[src/rtl/busseq_pkg.sv]
package busseq_pkg;

  typedef enum logic [2:0] {
    PH_IDLE = 3'd0,
    PH_T1   = 3'd1,
    PH_T2   = 3'd2,
    PH_TW   = 3'd3,
    PH_T3   = 3'd4,
    PH_T4   = 3'd5
  } phase_e;

  // Next bus phase from the present one, the sampled ready and a taken request.
  function automatic phase_e phase_step(phase_e cur, logic rdy, logic start);
    phase_e nxt;
    case (cur)
      PH_IDLE:      nxt = start ? PH_T1 : PH_IDLE;
      PH_T1:        nxt = PH_T2;
      PH_T2, PH_TW: nxt = rdy ? PH_T3 : PH_TW;
      PH_T3:        nxt = PH_T4;
      PH_T4:        nxt = start ? PH_T1 : PH_IDLE;
      default:      nxt = PH_IDLE;
    endcase
    return nxt;
  endfunction

  // Phases in which a new request may be taken.
  function automatic logic phase_accepts(phase_e p);
    return (p == PH_IDLE) || (p == PH_T4);
  endfunction

  // Phases in which strobes and the data buffer are active.
  function automatic logic phase_strobed(phase_e p);
    return (p == PH_T2) || (p == PH_TW) || (p == PH_T3);
  endfunction

  // Phases in which ready is sampled at the closing edge.
  function automatic logic phase_samples_ready(phase_e p);
    return (p == PH_T2) || (p == PH_TW);
  endfunction

  // Any phase belonging to a transfer.
  function automatic logic phase_busy(phase_e p);
    return p != PH_IDLE;
  endfunction

endpackage

[src/rtl/bseq_phase_fsm.sv]
module bseq_phase_fsm
  import busseq_pkg::*;
(
  input  logic   clk,
  input  logic   rst_n,
  input  logic   start,
  input  logic   ready_in,
  output phase_e phase
);

  phase_e phase_nxt;

  always_comb phase_nxt = phase_step(phase, ready_in, start);

  always_ff @(posedge clk or negedge rst_n) begin
    if (!rst_n) phase <= PH_IDLE;
    else        phase <= phase_nxt;
  end

  logic in_t1, in_t3, wait_sample_lo, wait_sample_hi;
  assign in_t1          = (phase == PH_T1);
  assign in_t3          = (phase == PH_T3);
  assign wait_sample_lo = phase_samples_ready(phase) && !ready_in;
  assign wait_sample_hi = phase_samples_ready(phase) && ready_in;

  assert_t1_then_t2_R1: assert property (@(posedge clk) disable iff (!rst_n)
    in_t1 |=> (phase == PH_T2));
  assert_t3_then_t4_R1: assert property (@(posedge clk) disable iff (!rst_n)
    in_t3 |=> (phase == PH_T4));
  assert_wait_inserted_R5: assert property (@(posedge clk) disable iff (!rst_n)
    wait_sample_lo |=> (phase == PH_TW));
  assert_wait_released_R5: assert property (@(posedge clk) disable iff (!rst_n)
    wait_sample_hi |=> (phase == PH_T3));

endmodule

[src/rtl/bseq_req_latch.sv]
module bseq_req_latch #(
  parameter int ADDR_W = 20,
  parameter int DATA_W = 8
) (
  input  logic              clk,
  input  logic              rst_n,
  input  logic              take,
  input  logic [ADDR_W-1:0] in_addr,
  input  logic [DATA_W-1:0] in_wdata,
  input  logic              in_write,
  input  logic              in_io,
  output logic [ADDR_W-1:0] cur_addr,
  output logic [DATA_W-1:0] cur_wdata,
  output logic              cur_write,
  output logic              cur_io
);

  always_ff @(posedge clk or negedge rst_n) begin
    if (!rst_n) begin
      cur_addr  <= '0;
      cur_wdata <= '0;
      cur_write <= 1'b0;
      cur_io    <= 1'b0;
    end else if (take) begin
      cur_addr  <= in_addr;
      cur_wdata <= in_wdata;
      cur_write <= in_write;
      cur_io    <= in_io;
    end
  end

  assert_hold_without_take_R11: assert property (@(posedge clk) disable iff (!rst_n)
    !take |=> $stable(cur_addr) && $stable(cur_write) && $stable(cur_io));

endmodule

[src/rtl/bseq_pin_drive.sv]
module bseq_pin_drive
  import busseq_pkg::*;
#(
  parameter int ADDR_W = 20,
  parameter int DATA_W = 8,
  localparam int HI_W  = ADDR_W - DATA_W
) (
  input  logic              clk,
  input  logic              rst_n,
  input  phase_e            phase,
  input  logic [ADDR_W-1:0] cur_addr,
  input  logic [DATA_W-1:0] cur_wdata,
  input  logic              cur_write,
  input  logic              cur_io,
  output logic [HI_W-1:0]   bus_addr_hi,
  output logic [DATA_W-1:0] ad_out,
  output logic              ad_oe,
  output logic              ale,
  output logic              rd_n,
  output logic              wr_n,
  output logic              den_n,
  output logic              dt_r,
  output logic              io_m
);

  logic busy, strobed, addr_phase;
  assign busy       = phase_busy(phase);
  assign strobed    = phase_strobed(phase);
  assign addr_phase = (phase == PH_T1);

  always_comb begin
    bus_addr_hi = busy ? cur_addr[ADDR_W-1:DATA_W] : '0;
    io_m        = busy & cur_io;
    dt_r        = busy & cur_write;
    ale         = addr_phase;
    rd_n        = !(strobed && !cur_write);
    wr_n        = !(strobed && cur_write);
    den_n       = !strobed;
    if (addr_phase) begin
      ad_out = cur_addr[DATA_W-1:0];
      ad_oe  = 1'b1;
    end else if (busy && cur_write) begin
      ad_out = cur_wdata;
      ad_oe  = 1'b1;
    end else begin
      ad_out = '0;
      ad_oe  = 1'b0;
    end
  end

  assert_one_strobe_R4: assert property (@(posedge clk) disable iff (!rst_n)
    !(!rd_n && !wr_n));
  assert_strobe_needs_den_R4: assert property (@(posedge clk) disable iff (!rst_n)
    (!rd_n || !wr_n) |-> !den_n);
  assert_ale_no_strobe_R2: assert property (@(posedge clk) disable iff (!rst_n)
    ale |-> (rd_n && wr_n && ad_oe));
  assert_read_releases_bus_R9: assert property (@(posedge clk) disable iff (!rst_n)
    !rd_n |-> !ad_oe);

endmodule

[src/rtl/bseq_rd_capture.sv]
module bseq_rd_capture
  import busseq_pkg::*;
#(
  parameter int DATA_W = 8
) (
  input  logic              clk,
  input  logic              rst_n,
  input  phase_e            phase,
  input  logic              cur_write,
  input  logic [DATA_W-1:0] ad_in,
  output logic [DATA_W-1:0] rd_data
);

  logic cap_en;
  assign cap_en = (phase == PH_T3) && !cur_write;

  always_ff @(posedge clk or negedge rst_n) begin
    if (!rst_n)      rd_data <= '0;
    else if (cap_en) rd_data <= ad_in;
  end

  assert_rd_hold_R6: assert property (@(posedge clk) disable iff (!rst_n)
    !cap_en |=> $stable(rd_data));
  assert_rd_take_R6: assert property (@(posedge clk) disable iff (!rst_n)
    cap_en |=> (rd_data == $past(ad_in)));

endmodule

[src/rtl/bus_cycle_seq.sv]
module bus_cycle_seq
  import busseq_pkg::*;
#(
  parameter int ADDR_W = 20,
  parameter int DATA_W = 8
) (
  input  logic                     clk,
  input  logic                     rst_n,
  input  logic                     req_valid,
  input  logic [ADDR_W-1:0]        req_addr,
  input  logic [DATA_W-1:0]        req_wdata,
  input  logic                     req_write,
  input  logic                     req_io,
  output logic                     req_ready,
  output logic                     done,
  output logic [DATA_W-1:0]        rd_data,
  output logic [ADDR_W-DATA_W-1:0] bus_addr_hi,
  output logic [DATA_W-1:0]        ad_out,
  output logic                     ad_oe,
  input  logic [DATA_W-1:0]        ad_in,
  output logic                     ale,
  output logic                     rd_n,
  output logic                     wr_n,
  output logic                     den_n,
  output logic                     dt_r,
  output logic                     io_m,
  input  logic                     ready_in
);

  phase_e            phase;
  logic              start;
  logic [ADDR_W-1:0] cur_addr;
  logic [DATA_W-1:0] cur_wdata;
  logic              cur_write, cur_io;

  assign req_ready = phase_accepts(phase);
  assign start     = req_valid && req_ready;
  assign done      = (phase == PH_T4);

  bseq_phase_fsm u_fsm (
    .clk(clk), .rst_n(rst_n), .start(start), .ready_in(ready_in), .phase(phase)
  );

  bseq_req_latch #(.ADDR_W(ADDR_W), .DATA_W(DATA_W)) u_req (
    .clk(clk), .rst_n(rst_n), .take(start),
    .in_addr(req_addr), .in_wdata(req_wdata), .in_write(req_write), .in_io(req_io),
    .cur_addr(cur_addr), .cur_wdata(cur_wdata), .cur_write(cur_write), .cur_io(cur_io)
  );

  bseq_pin_drive #(.ADDR_W(ADDR_W), .DATA_W(DATA_W)) u_pins (
    .clk(clk), .rst_n(rst_n), .phase(phase),
    .cur_addr(cur_addr), .cur_wdata(cur_wdata), .cur_write(cur_write), .cur_io(cur_io),
    .bus_addr_hi(bus_addr_hi), .ad_out(ad_out), .ad_oe(ad_oe), .ale(ale),
    .rd_n(rd_n), .wr_n(wr_n), .den_n(den_n), .dt_r(dt_r), .io_m(io_m)
  );

  bseq_rd_capture #(.DATA_W(DATA_W)) u_cap (
    .clk(clk), .rst_n(rst_n), .phase(phase), .cur_write(cur_write),
    .ad_in(ad_in), .rd_data(rd_data)
  );

  logic mid_cycle;
  assign mid_cycle = phase_busy(phase) && (phase != PH_T1);

  assert_ale_one_clock_R2: assert property (@(posedge clk) disable iff (!rst_n)
    ale |=> !ale);
  assert_done_pulse_R10: assert property (@(posedge clk) disable iff (!rst_n)
    done |=> !done);
  assert_dir_steady_R7: assert property (@(posedge clk) disable iff (!rst_n)
    mid_cycle |-> $stable(dt_r));
  assert_space_steady_R3: assert property (@(posedge clk) disable iff (!rst_n)
    mid_cycle |-> $stable(io_m) && $stable(bus_addr_hi));
  assert_wdata_hold_R8: assert property (@(posedge clk) disable iff (!rst_n)
    $rose(wr_n) |-> (ad_oe && $stable(ad_out)));
  assert_busy_not_ready_R1: assert property (@(posedge clk) disable iff (!rst_n)
    (!ale && !den_n) |-> !req_ready);

endmodule

[config.mk]
export PLATFORM = sky130hd
export DESIGN_NAME = bus_cycle_seq
export DESIGN_NICKNAME = d
export VERILOG_FILES = /design/src/rtl/busseq_pkg.sv /design/src/rtl/bseq_phase_fsm.sv /design/src/rtl/bseq_req_latch.sv /design/src/rtl/bseq_pin_drive.sv /design/src/rtl/bseq_rd_capture.sv /design/src/rtl/bus_cycle_seq.sv
export SDC_FILE = /design/constraint.sdc
export NUM_CORES = 1
export LEC_CHECK = 0
export CAP_MARGIN = 20
export CORE_AREA = 2 2 68 70
export DETAILED_ROUTE_END_ITERATION = 6
export DIE_AREA = 0 0 70 72
export GPL_ROUTABILITY_DRIVEN = 1
export PLACE_DENSITY = 0.83
export SLEW_MARGIN = 20
export SYNTH_ARGS = -nofsm -noshare
export SYNTH_HDL_FRONTEND = slang
export SYNTH_SLANG_ARGS = --single-unit
[constraint.sdc]
create_clock -name clk -period 4.2 [get_ports clk]
set_input_delay 0.84 -clock clk [delete_from_list [all_inputs] [get_ports clk]]
set_output_delay 0.84 -clock clk [all_outputs]
set_load 0.03 [all_outputs]
# --- Word-level counts from Yosys, hierarchy flattened ---
# Index checks and enable logic that the tools add are counted.
totals:
  romBits: 0
  reg_bits: 41
  input_bits: 42
  latchBits: 0
  ramBits: 0
  out_inout_bits: 37
  mem_count: 0
  word_cells: 37
classes:
  n_reduce_logical: 16
  n_mul: 0
  n_lt_le_gt_ge: 0
  shifts: 0
  div_mod_pow: 0
  n_eq_ne: 5
  add_sub_neg: 0
  bitwise: 2
  muxes: 8
op_table:
  columns: ["cell", "n"]
  rows:
  - ["8-bit two-way mux", 2]
  - ["12-bit two-way mux", 1]
  - ["3-bit case mux with 4 select lines", 1]
  - ["3-bit by 2-bit == test with 1-bit output, second input constant", 2]
  - ["3-bit == test, second input constant", 2]
  - ["1-bit logical AND", 5]
  - ["1-bit zero test", 4]
  - ["2-bit OR reduction", 2]
  - ["3-bit by 1-bit == test with 1-bit output, second input constant", 1]
  - ["3-bit zero test", 1]
  - ["1-bit logical OR", 3]
  - ["1-bit two-way mux", 3]
  - ["3-bit two-way mux", 1]
  - ["3-bit nonzero test", 1]
  - ["1-bit AND", 2]

# --- Logic depth before layout (Yosys ltp) ---
# Gate-level depths: netlist (run 1).
logic_depth:
  ltp_word: 5
  depth_mapped: 6
  depth_no_buf: 3

# --- Cells and area by module ---
# Synthesis (run 1) repeated with hierarchy kept, for this count alone.
hier_totals:
  cells_unflattened: 151
  hier_area_um2: 2043.2
modules_own_cells:
  columns: ["mod", "area_each_um2", "seq_area_each_um2", "cells_per_inst", "n_inst"]
  rows:
  - ["bseq_req_latch", 1234.9, 750.7, 63, 1]
  - ["bseq_pin_drive", 332.8, 0.0, 55, 1]
  - ["bseq_rd_capture", 314.1, 200.2, 17, 1]
  - ["bseq_phase_fsm", 128.9, 75.1, 11, 1]
  - ["bus_cycle_seq", 32.5, 0.0, 5, 1]

# --- Worst setup path before layout (run 1) ---
# No wires, ideal clock.
synth_timing:
  path_type: "register -> output"
  from: "register u_fsm.phase[2]"
  to: "output ad_out[0]"
  path_buffers: 3
  arrival_ns: 1.818
  path_stages_with_launch: 6
  t_required_ns: 3.360
  path_slack_ns: 1.542
  cell_sequence: "dfrtp_1 > buf_6 > or2_2 > buf_2 > clkbuf_1 > o21ai_0"
synth_between:
  elab_chain_cells: 4
  elab_cells_between_ends: 5
  cone_classes: "eq/ne: 1; mux: 2; reduce/logical: 2"
synth_lines:
  columns: ["element", "line_no", "rtl"]
  rows:
  - ["from (decl)", "bseq_phase_fsm.sv:8", "output phase_e phase"]
  - ["from (signal assigned)", "bseq_phase_fsm.sv:17", "else phase <= phase_nxt;"]
  - ["3-bit nonzero test", null, null]
  - ["1-bit logical AND", "bseq_pin_drive.sv:42", "end else if (busy && cur_write) begin"]
  - ["8-bit two-way mux", "bseq_pin_drive.sv:42", null]
  - ["8-bit two-way mux *", "bseq_pin_drive.sv:39", "if (addr_phase) begin"]
  - ["to (decl)", "bus_cycle_seq.sv:18", "output logic [DATA_W-1:0] ad_out,"]
# Every way passes the cells marked *; elsewhere a longest branch is shown, timed or not.

# --- Worst setup path in the final report (run 1) ---
layout_timing:
  from: "register u_fsm.phase[1]"
  to: "output ad_out[7]"
# The elaborated chain is that of the path after synthesis.

==> results_dict.tcl, run 1 <==
set metrics [dict create \
    antenna_found_initial 0 \
    critPathKind "reg -> out" \
    powerDensity_nw_per_um2 891 \
    die-width_um 70 \
    nets 266 \
    regArea_um2 1030 \
    worstHoldPathType "reg -> reg" \
    worstSetupStartpointType "register" \
    setup.worst_path.start "u_fsm.phase[1]$_DFF_PN0_" \
    p_comb_share_pct 59.6 \
    cts-root-buf "clkbuf_8" \
    setup_ws_ps 1090 \
    clk_path_buf_depth 2 \
    antenna_left 0 \
    grt_max_degree 42 \
    drive_gt1_share_pct 21.3 \
    worst_pin_slew_ps 881 \
    finalSetupViolCount 0 \
    cts_buffers 5 \
    yosysWarnings 0 \
    r2r-start "u_fsm.phase[0]$_DFF_PN0_" \
    clock_latency_ps 290 \
    power.sequential.fraction_pct 30.1 \
    fin_skew_ps 6.32 \
    ir_drop_v 0.000459 \
    clk_pin_slew_worst_paths_ps 80 \
    min-delay-start "u_req.cur_addr[10]$_DFFE_PN0P_" \
    start_util_pct 44.2 \
    grt_pass1_vias 1414 \
    cts_resized 0 \
    fill_cells 358 \
    yosysMostFrequentCell "dfrtp_1" \
    p_switching_mw 1.04 \
    place_ws_ps 1380 \
    cts_setup_buffers 0 \
    ys_types 23 \
    antenna_cells 0 \
    critPathMaxFanout 19 \
    ys_seq_area_share_pct 54.4 \
    synth_top_flop_cell "dfrtp_1" \
    synth.area.top_cells "dfrtp_1 (54%), mux2_2 (20%), nor2b_1 (5.0%)" \
    synthArstFlopShare_pct 100 \
    routed_wl_mm 3.72 \
    die_area_um2 5040 \
    fmax_ghz 0.322 \
    cts_hold_buf 0 \
    required_ps 3360 \
    ios 79 \
    num_vias 1354 \
    dieHeight_um 72 \
    synth_nets 191 \
    dpl.cell_count 269 \
    core_area_um2 4260 \
    arrival_ps 2270 \
    final_util_pct 64.2 \
    status "complete, no violations" \
    hold_viol 0 \
    rows 24 \
    ys_seq_elements 41 \
    fin_area_um2 2740 \
    synth-edff-count 0 \
    syn_area_per_cell_um2 12.7 \
    syn_to_final_growth_pct 45.2 \
    finalCriticalPeriod_ps 3110 \
    fin_tns_setup_ps 0 \
    grt_pass1_wl_mm 6.33 \
    drc 0 \
    multi_input_area_um2 773 \
    p_sw_share_pct 42.5 \
    crit_path_end_kind "primary output" \
    post_drt_via_cell_ratio 4.89 \
    syn_inst 149 \
    max_cap_violations 0 \
    p_leak_nw 1.12 \
    slew_violations 0 \
    firstDrtPassIters 4 \
    p_int_mw 1.40 \
    port_buffers 78 \
    htree_levels 2 \
    clock-sinks 41 \
    p_clk_share_pct 10.3 \
    hpwl_mm 2.76 \
    rsz0062_at_grt "no" \
    final-instance-count-excl-fill 277 \
    tritoncts "yes" \
    placed_area_um2 2650 \
    synth_commonest_cells "dfrtp_1 (41), mux2_2 (34), nor2b_1 (15)" \
    post-route-period-util_pct 74.0 \
    relSlewSlack_pct 41.2 \
    synth_area_um2 1890 \
    gp_congestion 0.734 \
    first_iter_violations 41 \
    grt-ovfl-total 0 \
    track_usage_pct 16.0 \
    synth_top_cell_area_share_pct 54.4 \
    yosysTopAreaCell "dfrtp_1" \
    wire_per_inst_um 13.4 \
]
-- worst max-delay path: stages (launching register included) --
cell and delay, ps:
dfrtp_1 480, or2_2 460, o21ai_0 300, clkdlybuf4s50_1 720
-- worst paths after layout --
kind                                                       end  slack [ps]  cells after the start
worst max-delay path                                 ad_out[7]        1090                      3
worst max register to register  u_req.cur_addr[14]$_DFFE_PN0P_        2070                      4
worst min register to register  u_req.cur_addr[10]$_DFFE_PN0P_         480                      1
max in group asynchronous         u_cap.rd_data[7]$_DFFE_PN0P_        2980                      1
min in group asynchronous       u_req.cur_wdata[5]$_DFFE_PN0P_         660                      1
worst min-delay path            u_req.cur_addr[10]$_DFFE_PN0P_         480                      1
-- layer usage --
layer | global-route usage (%) | vias to the layer above | part of all wire, %
met5 | 0 | - | 0
met4 | 5.98 | 0 | 1.2
met3 | 5.69 | 6 | 7.4
met1 | 19.6 | 633 | 45
met2 | 26.3 | 57 | 47
li1 | - | 658 | -
-- state kept, by name, indices dropped and copies added, names as in the netlist --
name	count
u_req.cur_write	1
u_req.cur_wdata	8
u_fsm.phase	3
u_req.cur_io	1
u_cap.rd_data	8
u_req.cur_addr	20
-- cell usage in the layout (no fill, tap or decap), types with 2 or more instances in the layout --
cell type | netlist | final
a21o_1 | 2 | 2
clkbuf_8 | 0 | 5
clkdlybuf4s50_1 | 0 | 77
clkinv_2 | 0 | 2
dfrtp_1 | 41 | 41
mux2_1 | 5 | 5
mux2_2 | 34 | 34
nand2_1 | 8 | 8
nand3_1 | 8 | 8
nor2_1 | 5 | 5
nor2b_1 | 15 | 15
nor3b_1 | 2 | 2
o21ai_0 | 9 | 9
or2_2 | 2 | 2
-- logic make-up after synthesis --
logic type	synth area share (%)
xor+xnor	0.465
flops	54.4
simple gates	12.8
fa+ha+maj	0.531
mux	23.3
compound gates	3.58
buf+inv	4.91
-- area by class of cell --
type                            count  area share [%]
Sequential cell                    41            37.5
Timing Repair Buffer               79            28.6
Multi-Input combinational cell     96            28.2
Clock buffer                        5            2.51
Tap cell                           52            2.38
Clock inverter                      3           0.640
Inverter                            1           0.137
-- stage by stage --
step           power, mW  hold WS [ps]
6_report            2.44           479
5_1_grt             2.60           514
4_1_cts             2.47           488
3_5_place_dp        2.21           471
3_3_place_gp        2.19           461
2_1_floorplan       1.70           450
-- power by group through the flow --
stage / sequential [mW] / combinational (mW) / clock, mW
4_1_cts: 0.737 / 1.47 / 0.259
3_3_place_gp: 0.737 / 1.45 / 0
6_report: 0.735 / 1.45 / 0.251
3_5_place_dp: 0.746 / 1.47 / 0
2_1_floorplan: 0.758 / 0.941 / 0
5_1_grt: 0.767 / 1.55 / 0.276
(Power assumes the default switching activity.)
==> run 2: changes to the inputs <==
Settings changed: CORE_AREA 2 2 68 70 to 2 2 71 73, DIE_AREA 0 0 70 72 to 0 0 73 75, PLACE_DENSITY 0.83 to 0.77.
Clock period 4.2 ns to 3.05 ns, I/O delays scaled along.
==> run 2 against run 1 <==
Cell count rose by 2.2%. Critical path depth did not move. Design area rose by 1.5%. Worst setup slack got worse by 870 ps. Sequential share of layout area fell by 0.56 points. Die area rose by 8.6%. Power rose by 41%. Global-route usage fell by 0.43 points. First-iteration DRC count rose by 80%. Via count rose by 1.5%. Non-clock buffer count rose by 4. Wire length rose by 5.7%. Largest power group unchanged. Highest routed layer unchanged.
==> results_dict.tcl, run 2 (synthesis results as in run 1) <==
set metrics [dict create \
    grt_busiest_layer "met2" \
    cpPeakStageDelay_ps 710 \
    crit_path_end_kind "primary output" \
    start_util_pct 40.5 \
    antenna_left 0 \
    cts_resized 0 \
    clk_path_buf_depth 2 \
    nets 270 \
    cts_hold_buf 0 \
    gr-usage-met3_pct 5.49 \
    hold_viol 0 \
    fill_cells 419 \
    max_cap_violations 0 \
    port_buffers 78 \
    drive_gt1_share_pct 22.3 \
    cts_setup_buffers 0 \
    rrSetupSlack_ps 1100 \
    use_met1_pct 19.3 \
    slew_violations 0 \
    grt_pass1_wl_mm 6.48 \
    syn_to_final_growth_pct 47.4 \
    powerDensity_nw_per_um2 1230 \
    critical-path-slowest-cell "clkdlybuf4s50_1" \
    finalCriticalPeriod_ps 2830 \
    rows 25 \
    tritoncts "yes" \
    grt-ovfl-total 0 \
    largest-register "u_req.cur_addr" \
    ir_drop_v 0.000533 \
    first_iter_violations 74 \
    setup_ws_ps 219 \
    grt_use_met2_pct 25.2 \
    largest_registers "u_req.cur_addr (20), u_cap.rd_data (8), u_req.cur_wdata (8)" \
    hpwl_mm 2.83 \
    wire_per_inst_um 13.9 \
    antenna_cells 0 \
    cts_buffers 5 \
    required_ps 2440 \
    post_drt_via_cell_ratio 4.86 \
    place_ws_ps 457 \
    regArea_um2 1030 \
    routed_wl_mm 3.93 \
    num_vias 1374 \
    core_area_um2 4660 \
    multi_input_area_um2 773 \
    status "complete, no violations" \
    htree_levels 2 \
    clk_pin_slew_worst_paths_ps 70 \
    cts-root-buf "clkbuf_8" \
    fmax_ghz 0.353 \
    final_cell_mix "clkdlybuf4s50_1 (77), dfrtp_1 (41), mux2_2 (34)" \
    largest_register_ff_count 20 \
    grt_pass1_vias 1415 \
    fin_skew_ps 4.84 \
    grt_max_degree 42 \
    gp_congestion 0.751 \
    die_area_um2 5480 \
    track_usage_pct 15.6 \
    drc 0 \
    worstPathCellList "or2_2 > o21ai_0 > clkdlybuf4s50_1" \
    worstSetupStartpointType "register" \
    clock_latency_ps 290 \
    die-width_um 73 \
    antenna_found_initial 0 \
    layout_commonest_cell "clkdlybuf4s50_1" \
    critPathKind "reg -> out" \
    arrival_ps 2220 \
    worst_pin_slew_ps 926 \
    finalSetupViolCount 0 \
    clock-sinks 41 \
    critPathMaxFanout 19 \
    relSlewSlack_pct 38.3 \
    ios 79 \
    firstDrtPassIters 4 \
    worstHoldPathType "in -> async" \
    dieHeight_um 75 \
    p_leak_nw 1.15 \
    rsz0062_at_grt "no" \
    post-route-period-util_pct 92.8 \
    fin_tns_setup_ps 0 \
]
[run 2: cell types whose count changed in the layout (fill, tap and decap cells not counted), sizes merged]
| cell | change |
|---|---|
| clkinvlp | -1 |
| clkbuf | +1 |
| buf | +4 |
[run 2: final cells by class]
type / instances / share of cell area [%]
Sequential cell: 41 / 36.9
Timing Repair Buffer: 83 / 29.7
Multi-Input combinational cell: 96 / 27.8
Clock buffer: 6 / 2.61
Tap cell: 54 / 2.43
Clock inverter: 2 / 0.360
Inverter: 1 / 0.135
[run 2: worst paths after layout]
path,startpoint,to,cells after the start
setup / recovery,u_fsm.phase[1]$_DFF_PN0_,ad_out[7],3
hold / removal,rst_n,u_req.cur_addr[18]$_DFFE_PN0P_,1
setup reg to reg,u_fsm.phase[0]$_DFF_PN0_,u_req.cur_addr[16]$_DFFE_PN0P_,5
hold reg to reg,u_req.cur_addr[9]$_DFFE_PN0P_,u_req.cur_addr[9]$_DFFE_PN0P_,1
max in group asynchronous,rst_n,u_fsm.phase[1]$_DFF_PN0_,1
min in group clk,u_req.cur_addr[9]$_DFFE_PN0P_,u_req.cur_addr[9]$_DFFE_PN0P_,1
[run 2: per-stage QoR]
stage	power [mW]	std cells	area [um2]	hold slack, ps	utilization (%)
6_report	3.43	283	2780	461	59.6
5_1_grt	3.65	283	2780	517	59.6
4_1_cts	3.44	280	2760	477	59.1
3_5_place_dp	3.09	272	2670	475	57.4
3_3_place_gp	3.06	272	2670	466	57.4
2_1_floorplan	2.34	149	1890	314	-
[run 2: routing by layer]
| metal | wire length (um) | up-vias |
|---|---|---|
| li1 | - | 663 |
| met1 | 1790 | 651 |
| met2 | 1780 | 55 |
| met3 | 314 | 5 |
| met4 | 43 | 0 |
| met5 | 0 | - |
[run 2: power by group]
part | leakage, nW | switching (mW) | internal, mW
clock | 0.0450 | 0.175 | 0.158
combinational | 0.614 | 1.10 | 1.00
sequential | 0.487 | 0.174 | 0.823
[run 2: worst max-delay path, delay by kind of cell, from the launching register on]
kind | cells | cell delay [ps]
buffers and inverters | 1 | 710
DFF | 1 | 480
and+or+nand+nor | 1 | 460
AOI/OAI and AO/OA | 1 | 280
